## config.mk

```make
export PLATFORM = sky130hd
export DESIGN_NAME = simd_core
export DESIGN_NICKNAME = d
export VERILOG_FILES = /design/src/rtl/simd_pkg.sv /design/src/rtl/simd_frontend.sv /design/src/rtl/simd_alu.sv /design/src/rtl/simd_regfile.sv /design/src/rtl/simd_lsu.sv /design/src/rtl/simd_core.sv
export SDC_FILE = /design/constraint.sdc
export NUM_CORES = 2
export LEC_CHECK = 0
export CORE_ASPECT_RATIO = 0.5
export CORE_MARGIN = 5
export CORE_UTILIZATION = 61
export CTS_BUF_LIST = sky130_fd_sc_hd__clkbuf_16
export CTS_CLUSTER_DIAMETER = 100
export DETAILED_ROUTE_END_ITERATION = 12
export PLACE_DENSITY = 0.78
export SYNTH_ARGS = -nofsm -noshare
export SYNTH_HDL_FRONTEND = slang
export SYNTH_SLANG_ARGS = --single-unit
export TNS_END_PERCENT = 1
```

## constraint.sdc

```tcl
create_clock -name clk -period 25.7 [get_ports clk]
set_input_delay 5.14 -clock clk [delete_from_list [all_inputs] [get_ports clk]]
set_output_delay 5.14 -clock clk [all_outputs]
set_load 0.02 [all_outputs]
```

## src/rtl/simd_pkg.sv

```systemverilog
package simd_pkg;
  localparam int INSTR_W  = 16;
  localparam int IMM_W    = 8;
  localparam int PC_W     = 8;
  localparam int RO_FIRST = 13;   // r13..r15 are read-only identity registers

  localparam logic [3:0] OP_NOP   = 4'h0;
  localparam logic [3:0] OP_BR    = 4'h1;
  localparam logic [3:0] OP_CMP   = 4'h2;
  localparam logic [3:0] OP_ADD   = 4'h3;
  localparam logic [3:0] OP_SUB   = 4'h4;
  localparam logic [3:0] OP_MUL   = 4'h5;
  localparam logic [3:0] OP_DIV   = 4'h6;
  localparam logic [3:0] OP_LDR   = 4'h7;
  localparam logic [3:0] OP_STR   = 4'h8;
  localparam logic [3:0] OP_CONST = 4'h9;
  localparam logic [3:0] OP_RET   = 4'hF;

  typedef enum logic [2:0] {
    ST_IDLE, ST_FETCH, ST_DECODE, ST_REQUEST,
    ST_WAIT, ST_EXECUTE, ST_UPDATE, ST_DONE
  } stage_e;

  typedef struct packed {
    logic [3:0]       op;
    logic [3:0]       rd;
    logic [3:0]       rs;
    logic [3:0]       rt;
    logic [IMM_W-1:0] imm;
    logic [2:0]       mask;
    logic             wr_en;
    logic             is_ld;
    logic             is_st;
    logic             is_cmp;
    logic             is_br;
    logic             is_ret;
  } dec_t;
endpackage

```

## src/rtl/simd_frontend.sv

```systemverilog
module simd_frontend
  import simd_pkg::*;
(
  input  logic               clk,
  input  logic               rst_n,
  input  logic               fetch_en,
  input  logic               decode_en,
  input  logic [PC_W-1:0]    pc,
  output logic               prog_req_valid,
  output logic [PC_W-1:0]    prog_req_addr,
  input  logic               prog_rsp_valid,
  input  logic [INSTR_W-1:0] prog_rsp_data,
  output dec_t               dec
);
  logic [INSTR_W-1:0] instr_q, instr_d;
  dec_t               dec_q, dec_d, dec_c;

  assign prog_req_valid = fetch_en;
  assign prog_req_addr  = pc;

  // instruction capture
  always_comb begin
    instr_d = instr_q;
    if (fetch_en && prog_rsp_valid) instr_d = prog_rsp_data;
  end

  // field split and class decode
  always_comb begin
    dec_c      = '0;
    dec_c.op   = instr_q[15:12];
    dec_c.rd   = instr_q[11:8];
    dec_c.rs   = instr_q[7:4];
    dec_c.rt   = instr_q[3:0];
    dec_c.imm  = instr_q[7:0];
    dec_c.mask = instr_q[11:9];
    case (instr_q[15:12])
      OP_ADD, OP_SUB, OP_MUL, OP_DIV: dec_c.wr_en = 1'b1;
      OP_LDR: begin
        dec_c.wr_en = 1'b1;
        dec_c.is_ld = 1'b1;
      end
      OP_STR:   dec_c.is_st  = 1'b1;
      OP_CONST: dec_c.wr_en  = 1'b1;
      OP_CMP:   dec_c.is_cmp = 1'b1;
      OP_BR:    dec_c.is_br  = 1'b1;
      OP_RET:   dec_c.is_ret = 1'b1;
      default:  dec_c.wr_en  = 1'b0;
    endcase
  end

  always_comb begin
    dec_d = dec_q;
    if (decode_en) dec_d = dec_c;
  end

  always_ff @(posedge clk or negedge rst_n) begin
    if (!rst_n) begin
      instr_q <= '0;
      dec_q   <= '0;
    end else begin
      instr_q <= instr_d;
      dec_q   <= dec_d;
    end
  end

  assign dec = dec_q;
endmodule

```

## src/rtl/simd_alu.sv

```systemverilog
module simd_alu
  import simd_pkg::*;
#(
  parameter int DW = 8
) (
  input  logic [3:0]    op,
  input  logic [DW-1:0] a,
  input  logic [DW-1:0] b,
  output logic [DW-1:0] res,
  output logic [2:0]    nzp
);
  always_comb begin
    case (op)
      OP_ADD:  res = a + b;
      OP_SUB:  res = a - b;
      OP_MUL:  res = a * b;
      OP_DIV:  res = (b == '0) ? '0 : a / b;
      default: res = '0;
    endcase
  end

  assign nzp = {a < b, a == b, a > b};
endmodule

```

## src/rtl/simd_regfile.sv

```systemverilog
module simd_regfile
  import simd_pkg::*;
#(
  parameter int DW      = 8,
  parameter int THREADS = 4,
  parameter int TID     = 0
) (
  input  logic          clk,
  input  logic          we,
  input  logic [3:0]    wa,
  input  logic [DW-1:0] wd,
  input  logic [3:0]    ra_a,
  input  logic [3:0]    ra_b,
  input  logic [DW-1:0] blk,
  output logic [DW-1:0] rd_a,
  output logic [DW-1:0] rd_b
);
  logic [DW-1:0] regs [RO_FIRST];

  // datapath storage, no reset
  always_ff @(posedge clk) begin
    if (we && (wa < 4'(RO_FIRST))) regs[wa] <= wd;
  end

  always_comb begin
    case (ra_a)
      4'd13:   rd_a = blk;
      4'd14:   rd_a = DW'(THREADS);
      4'd15:   rd_a = DW'(TID);
      default: rd_a = regs[ra_a];
    endcase
    case (ra_b)
      4'd13:   rd_b = blk;
      4'd14:   rd_b = DW'(THREADS);
      4'd15:   rd_b = DW'(TID);
      default: rd_b = regs[ra_b];
    endcase
  end
endmodule

```

## src/rtl/simd_lsu.sv

```systemverilog
module simd_lsu #(
  parameter int DW = 8
) (
  input  logic          clk,
  input  logic          rst_n,
  input  logic          issue,
  input  logic          is_ld,
  input  logic          is_st,
  input  logic [DW-1:0] addr,
  input  logic [DW-1:0] wdata,
  input  logic          rsp_valid,
  input  logic [DW-1:0] rsp_rdata,
  output logic          req_valid,
  output logic          req_we,
  output logic [DW-1:0] req_addr,
  output logic [DW-1:0] req_wdata,
  output logic [DW-1:0] ld_data
);
  logic          pend_q, pend_d, we_q, we_d;
  logic [DW-1:0] addr_q, addr_d, wdata_q, wdata_d, ld_q, ld_d;

  always_comb begin
    pend_d  = pend_q;
    we_d    = we_q;
    addr_d  = addr_q;
    wdata_d = wdata_q;
    ld_d    = ld_q;
    if (issue && (is_ld || is_st)) begin
      pend_d  = 1'b1;
      we_d    = is_st;
      addr_d  = addr;
      wdata_d = wdata;
    end else if (pend_q && rsp_valid) begin
      pend_d = 1'b0;
      if (!we_q) ld_d = rsp_rdata;
    end
  end

  always_ff @(posedge clk or negedge rst_n) begin
    if (!rst_n) begin
      pend_q  <= 1'b0;
      we_q    <= 1'b0;
      addr_q  <= '0;
      wdata_q <= '0;
      ld_q    <= '0;
    end else begin
      pend_q  <= pend_d;
      we_q    <= we_d;
      addr_q  <= addr_d;
      wdata_q <= wdata_d;
      ld_q    <= ld_d;
    end
  end

  assign req_valid = pend_q;
  assign req_we    = we_q;
  assign req_addr  = addr_q;
  assign req_wdata = wdata_q;
  assign ld_data   = ld_q;
endmodule

```

## src/rtl/simd_core.sv

```systemverilog
module simd_core
  import simd_pkg::*;
#(
  parameter int THREADS = 4,
  parameter int DW      = 8
) (
  input  logic                  clk,
  input  logic                  rst_n,
  input  logic                  start,
  input  logic [DW-1:0]         block_idx,
  output logic                  done,
  output logic                  prog_req_valid,
  output logic [PC_W-1:0]       prog_req_addr,
  input  logic                  prog_rsp_valid,
  input  logic [INSTR_W-1:0]    prog_rsp_data,
  output logic [THREADS-1:0]    mem_req_valid,
  output logic [THREADS-1:0]    mem_req_we,
  output logic [THREADS*DW-1:0] mem_req_addr,
  output logic [THREADS*DW-1:0] mem_req_wdata,
  input  logic [THREADS-1:0]    mem_rsp_valid,
  input  logic [THREADS*DW-1:0] mem_rsp_rdata
);
  stage_e             stage_q, stage_d;
  logic [PC_W-1:0]    pc_q, pc_d;
  logic [DW-1:0]      blk_q, blk_d;
  dec_t               dec;
  logic [THREADS-1:0] busy;
  logic [2:0]         nzp_lead;
  logic               taken;

  simd_frontend u_fe (
    .clk            (clk),
    .rst_n          (rst_n),
    .fetch_en       (stage_q == ST_FETCH),
    .decode_en      (stage_q == ST_DECODE),
    .pc             (pc_q),
    .prog_req_valid (prog_req_valid),
    .prog_req_addr  (prog_req_addr),
    .prog_rsp_valid (prog_rsp_valid),
    .prog_rsp_data  (prog_rsp_data),
    .dec            (dec)
  );

  for (genvar t = 0; t < THREADS; t++) begin : g_thr
    logic [DW-1:0] op_a, op_b, alu_res, alu_q, alu_d, ld_val, wb_val;
    logic [2:0]    cmp_res, nzp_q, nzp_d;

    simd_regfile #(.DW(DW), .THREADS(THREADS), .TID(t)) u_rf (
      .clk  (clk),
      .we   ((stage_q == ST_UPDATE) && dec.wr_en),
      .wa   (dec.rd),
      .wd   (wb_val),
      .ra_a (dec.rs),
      .ra_b (dec.rt),
      .blk  (blk_q),
      .rd_a (op_a),
      .rd_b (op_b)
    );

    simd_alu #(.DW(DW)) u_alu (
      .op  (dec.op),
      .a   (op_a),
      .b   (op_b),
      .res (alu_res),
      .nzp (cmp_res)
    );

    simd_lsu #(.DW(DW)) u_lsu (
      .clk       (clk),
      .rst_n     (rst_n),
      .issue     (stage_q == ST_REQUEST),
      .is_ld     (dec.is_ld),
      .is_st     (dec.is_st),
      .addr      (op_a),
      .wdata     (op_b),
      .rsp_valid (mem_rsp_valid[t]),
      .rsp_rdata (mem_rsp_rdata[t*DW +: DW]),
      .req_valid (busy[t]),
      .req_we    (mem_req_we[t]),
      .req_addr  (mem_req_addr[t*DW +: DW]),
      .req_wdata (mem_req_wdata[t*DW +: DW]),
      .ld_data   (ld_val)
    );

    always_comb begin
      alu_d = alu_q;
      nzp_d = nzp_q;
      if (stage_q == ST_EXECUTE) begin
        alu_d = alu_res;
        if (dec.is_cmp) nzp_d = cmp_res;
      end
    end

    always_ff @(posedge clk or negedge rst_n) begin
      if (!rst_n) begin
        alu_q <= '0;
        nzp_q <= '0;
      end else begin
        alu_q <= alu_d;
        nzp_q <= nzp_d;
      end
    end

    always_comb begin
      if (dec.is_ld)               wb_val = ld_val;
      else if (dec.op == OP_CONST) wb_val = DW'(dec.imm);
      else                         wb_val = alu_q;
    end

    if (t == 0) begin : g_lead
      assign nzp_lead = nzp_q;
    end
  end

  assign mem_req_valid = busy;
  assign taken         = dec.is_br && (|(dec.mask & nzp_lead));

  always_comb begin
    stage_d = stage_q;
    pc_d    = pc_q;
    blk_d   = blk_q;
    case (stage_q)
      ST_IDLE, ST_DONE: if (start) begin
        stage_d = ST_FETCH;
        pc_d    = '0;
        blk_d   = block_idx;
      end
      ST_FETCH:   if (prog_rsp_valid) stage_d = ST_DECODE;
      ST_DECODE:  stage_d = ST_REQUEST;
      ST_REQUEST: stage_d = ST_WAIT;
      ST_WAIT:    if (busy == '0) stage_d = ST_EXECUTE;
      ST_EXECUTE: stage_d = ST_UPDATE;
      ST_UPDATE: begin
        if (dec.is_ret) begin
          stage_d = ST_DONE;
        end else begin
          stage_d = ST_FETCH;
          pc_d    = taken ? dec.imm : pc_q + PC_W'(1);
        end
      end
      default: stage_d = ST_IDLE;
    endcase
  end

  always_ff @(posedge clk or negedge rst_n) begin
    if (!rst_n) begin
      stage_q <= ST_IDLE;
      pc_q    <= '0;
      blk_q   <= '0;
    end else begin
      stage_q <= stage_d;
      pc_q    <= pc_d;
      blk_q   <= blk_d;
    end
  end

  assign done = (stage_q == ST_DONE);
endmodule

```

* Word-level counts from Yosys, hierarchy flattened *
Memory sizes are Yosys's and may differ from the RTL's.
Index checks and enable logic that the tools add are counted.

storage, ports and cells
  bits in registers = 204
  RAM bits = 416
  input bits = 64
  output and inout bits = 82
  word-level logic and storage cells = 179
  memories kept = 4

operators by class
  add/subtract/negate cells = 9
  $mul = 4
  divide/modulo/power cells = 4
  magnitude comparators = 3
  equal/unequal tests = 33
  multiplexer cells = 49
  bitwise logic cells = 3
  reduce and logical (&&, ||, !) cells = 32

memory list
  name                words  bits a word  read ports  clocked after Yosys merged registers in  wr ports  line                text
  g_thr[0].u_rf.regs  13     8            2           0                                        1         simd_regfile.sv:18  logic [DW-1:0] regs [RO_FIRST];
  g_thr[1].u_rf.regs  13     8            2           0                                        1         simd_regfile.sv:18
  g_thr[2].u_rf.regs  13     8            2           0                                        1         simd_regfile.sv:18
  g_thr[3].u_rf.regs  13     8            2           0                                        1         simd_regfile.sv:18

operator list
  kind                                                  number
  case mux 8 bit (3 select lines)                       8
  case mux 8 bit (4 select lines)                       4
  2-to-1 mux 8 bit                                      15
  equality test 4 bit (second input constant)           10
  adder 8 bit                                           4
  divider 8 x 8 -> 8 bit                                4
  zero test 8 bit                                       4
  multiplier 8 x 8 -> 8 bit                             4
  subtractor 8 bit                                      4
  equality test 4 x 3 -> 1 bit (second input constant)  7
  case mux 3 bit (7 select lines)                       1
  AND reduction 3 bit                                   6
  2-to-1 mux 1 bit                                      16
  case mux 8 bit (2 select lines)                       1
  equality test 3 bit (second input constant)           4
  equality test 4 x 2 -> 1 bit (second input constant)  3
  2-to-1 mux 3 bit                                      4
  nonzero test 2 bit                                    5
  logical AND 1 bit                                     9
  adder 8 x 1 -> 8 bit (second input constant)          1
  equality test 8 bit                                   1
  > comparator 8 bit                                    1
  < comparator 8 bit                                    1
  != test 2 bit (second input constant)                 4
  other kinds (13)                                      16

* Logic depth before layout (Yosys ltp) *
  word-level depth = 6
  depth in mapped cells = 79
  mapped depth without buffers = 69

* Hierarchy *
Synthesis repeated with hierarchy kept, for this count alone.

unflattened totals
  cells, all modules = 3694
  area, all modules = 42225.5 um^2

by module, submodules not included
  module                        times used  cells each  area each (um^2)  sequential area each (um^2)
  simd_regfile (g_thr[3].u_rf)  1           353         5336.4            3123.0
  simd_regfile (g_thr[2].u_rf)  1           317         5292.6            3123.0
  simd_regfile (g_thr[1].u_rf)  1           300         5178.7            3123.0
  simd_regfile (g_thr[0].u_rf)  1           346         5156.2            3123.0
  simd_lsu                      4           59          983.4             650.6
  simd_alu (g_thr[2].u_alu)     1           411         3198.1            0.0
  simd_alu (g_thr[0].u_alu)     1           426         3190.6            0.0
  simd_alu (g_thr[3].u_alu)     1           410         3174.3            0.0
  simd_alu (g_thr[1].u_alu)     1           421         3171.8            0.0
  simd_core                     1           362         2910.3            1351.3
  simd_frontend                 1           112         1682.9            950.9

* Worst setup path before layout *
No wires, ideal clock.

  kind = register to register
  from = register, netlist name u_fe.dec[9]
  to = register g_thr[3].alu_q[0]
  setup time = 0.133 ns
  arrival time = 13.533 ns
  required time = 25.567 ns
  path slack = 12.034 ns
  cell stages (with the launch flop) = 71
  path buffers = 10
  clock period less this slack = 13.666 ns
  cell sequence = dfrtp_1 buf_6 buf_12 buf_12 buf_8 buf_8 buf_8 buf_6 buf_8 mux4_2 mux4_2 inv_2 ha_1 a22oi_1 ha_1 or4b_2 nand2_1 nor3_1 [35 not listed] o21a_1 o21ai_0 nand2b_1 a21o_1 a21o_1 a211oi_1 nor2_1 mux2i_1 ha_1 a21o_1 a21o_1 a21o_1 a21o_1 a21o_1 a21o_1 a21o_1 a221oi_1 o21ai_0

RTL lines
  element               line             text
  to (signal assigned)  simd_core.sv:99  alu_q <= alu_d;
  to (decl)             simd_core.sv:45  logic [DW-1:0] op_a, op_b, alu_res, alu_q, alu_d, ld_val, wb_val;

==> results_dict.tcl <==
set metrics [dict create \
    hold_class "reg -> reg" \
    syn_area_per_cell_um2 11.3 \
    fin_skew_ps 77.9 \
    crit_top_cell "a21o_1" \
    die_width_um 372 \
    critPathCaptureType "flip-flop" \
    ys_seq_area_share_pct 43.3 \
    place.gp.congestion 0.997 \
    routed-via-count 31300 \
    cp-start-kind "flip-flop" \
    port_buffers 145 \
    core_area_mm2 0.0649 \
    layout-drive-gt1-share_pct 14.8 \
    syn_inst 3524 \
    syn2layout_area_growth_pct 10.9 \
    synthFlopType "edfxtp_1" \
    antenna_found_initial 3 \
    synth_enable_flop_cells 416 \
    routedWlPerCell_um 28.6 \
    postCtsSetupRepairBufs 0 \
    max_stage_delay_ps 1010 \
    yosys_warnings 0 \
    ant_nets 0 \
    fin_crit_ps 16880 \
    numCtsBuffers 55 \
    finalCritPeriodShare_pct 65.7 \
    r2r_start "u_fe.dec[10]$_DFFE_PN0P_" \
    synth.area.top_cells "edfxtp_1, dfrtp_1, ha_1" \
    grt_pass1_vias 30500 \
    overflow 0 \
    syn_area_mm2 0.0400 \
    htree_num_levels 2 \
    grt_pass1_wl_um 192000 \
    startpoint "u_fe.dec[10]$_DFFE_PN0P_" \
    die_h_um 191 \
    placed_area_mm2 0.0425 \
    route.detailed.drc 0 \
    finalSetupViolCount 0 \
    path_max_fanout 57 \
    die_area_mm2 0.0711 \
    numClockSinks 609 \
    start_util_pct 61.6 \
    cts_tree "yes" \
    relSlewSlack_pct 9.56 \
    ioPinCount 146 \
    rsz0062_at_grt "false" \
    holdCritStartpoint "g_thr[1].u_lsu.req_addr[2]$_DFFE_PN0P_" \
    synth.largest_area_cell "edfxtp_1" \
    via_per_inst 6.84 \
    ctsRootBufferMaster "clkbuf_16" \
    dr.pass1.iters 10 \
    clkTransAtPathRegs_ps 80 \
    synthArstFlopShare_pct 31.7 \
    crit_required_ps 26210 \
    cts_buffer_depth 3 \
    synth_nets 3905 \
    postRouteWirelength_um 131000 \
    tightest_slew_ps 1340 \
    synth-seq-cells 609 \
    insertion_delay_ps 680 \
    cp_data_arrival_time_ps 17390 \
    num_rows 66 \
    grt_max_degree 118 \
    dp_hpwl_um 89200 \
    worst-setup-path-type "reg -> reg" \
    hold_buffers 0 \
    drv_slew 0 \
    cp_slowest_cell "nor4_2" \
    status "completed" \
    synth.distinct_cells 111 \
    ys_top_cells_by_count "edfxtp_1, nand2_1, ha_1" \
    groute.usage.overall_pct 36.3 \
    drv_cap 0 \
    drtIter0Drc 4727 \
    synth.most_common_cell "edfxtp_1" \
    fmax_mhz 59.2 \
    final_nets 4023 \
    synth_top_area_share_pct 31.2 \
    fin_setup_tns_ps 0 \
    cts_resized 0 \
    design_area_mm2 0.0443 \
    hold_viol_final 0 \
]
[registers in the layout (all words and copies together) (netlist names)]
| name | count |
|---|---|
| g_thr.u_lsu.req_valid | 4 |
| g_thr.nzp_q | 3 |
| g_thr.u_rf.regs | 416 |
| g_thr.alu_q | 32 |
| g_thr.u_lsu.req_we | 1 |
| pc_q | 8 |
| stage_q | 3 |
| g_thr.u_lsu.req_addr | 32 |
| u_fe.dec | 22 |
| g_thr.u_lsu.req_wdata | 32 |
| u_fe.instr_q | 16 |
| g_thr.u_lsu.ld_data | 32 |
| blk_q | 8 |
[layout make-up]
type | count | area, µm²
Multi-Input combinational cell | 2537 | 21100
Clock inverter | 44 | 438
Clock buffer | 56 | 1400
Timing Repair Buffer | 251 | 2270
Fill cell | 4737 | 20600
Antenna cell | 4 | 10.0
Sequential cell | 609 | 17300
Tap cell | 884 | 1110
Inverter | 188 | 706
[metal layers]
| metal | global-route usage (%) | wire length [µm] | vias up |
|---|---|---|---|
| li1 | - | - | 13300 |
| met1 | 49.6 | 49100 | 15300 |
| met2 | 52.8 | 54200 | 2194 |
| met3 | 15.0 | 21500 | 455 |
| met4 | 12.5 | 5670 | 4 |
| met5 | 0 | 142 | - |
[cell usage in the layout (no fill, tap or decap), drive strengths merged, types with 96 or more instances in the layout]
cell type,n
o21ai,262
mux4,145
clkdlybuf4s50,144
dfrtp,193
buf,106
a21oi,158
mux2,125
ha,264
nor2,217
inv,200
mux2i,96
edfxtp,416
nand2,345
[per-stage QoR]
stage	hold WS (ps)	utilization, %	cells	setup slack (ps)
2_1_floorplan	435	-	3524	12030
3_3_place_gp	459	65.4	4468	9500
3_5_place_dp	469	65.4	4468	9280
4_1_cts	484	68.3	4568	9240
5_1_grt	503	68.3	4569	7650
6_report	478	68.3	4573	8820
[final timing paths]
path	endpoint	cells past startpoint	slack, ps
worst max-delay path	g_thr[3].alu_q[0]$_DFFE_PN0P_	68	8820
worst min-delay path	g_thr[1].u_lsu.req_addr[2]$_DFFE_PN0P_	2	480
worst max register to register	g_thr[3].alu_q[0]$_DFFE_PN0P_	68	8820
worst min register to register	g_thr[1].u_lsu.req_addr[2]$_DFFE_PN0P_	2	480
max in group asynchronous	u_fe.dec[14]$_DFFE_PN0P_	2	19820
min in group asynchronous	g_thr[3].alu_q[0]$_DFFE_PN0P_	1	4440
[cell families after synthesis]
family | after synthesis | synth area share (%)
adders and majority gates | 317 | 10.9
muxes | 366 | 14.2
xor gates and xnor gates | 129 | 2.93
and+or+nand+nor | 926 | 11.1
DFF | 609 | 43.3
AOI/OAI and AO/OA | 799 | 13.2
buffers and inverters | 378 | 4.37
[critical path: cells and delay by family (launching register included)]
kind            cells  cell delay [ps]
simple gates       20             5940
fa+ha+maj           7             1980
mux                 1              170
buf+inv             4             1690
flops               1              390
compound gates     36             6480
Power is left out: the tool's default activity adds up to more than one toggle a clock period on the data nets, which glitch-free logic cannot reach.
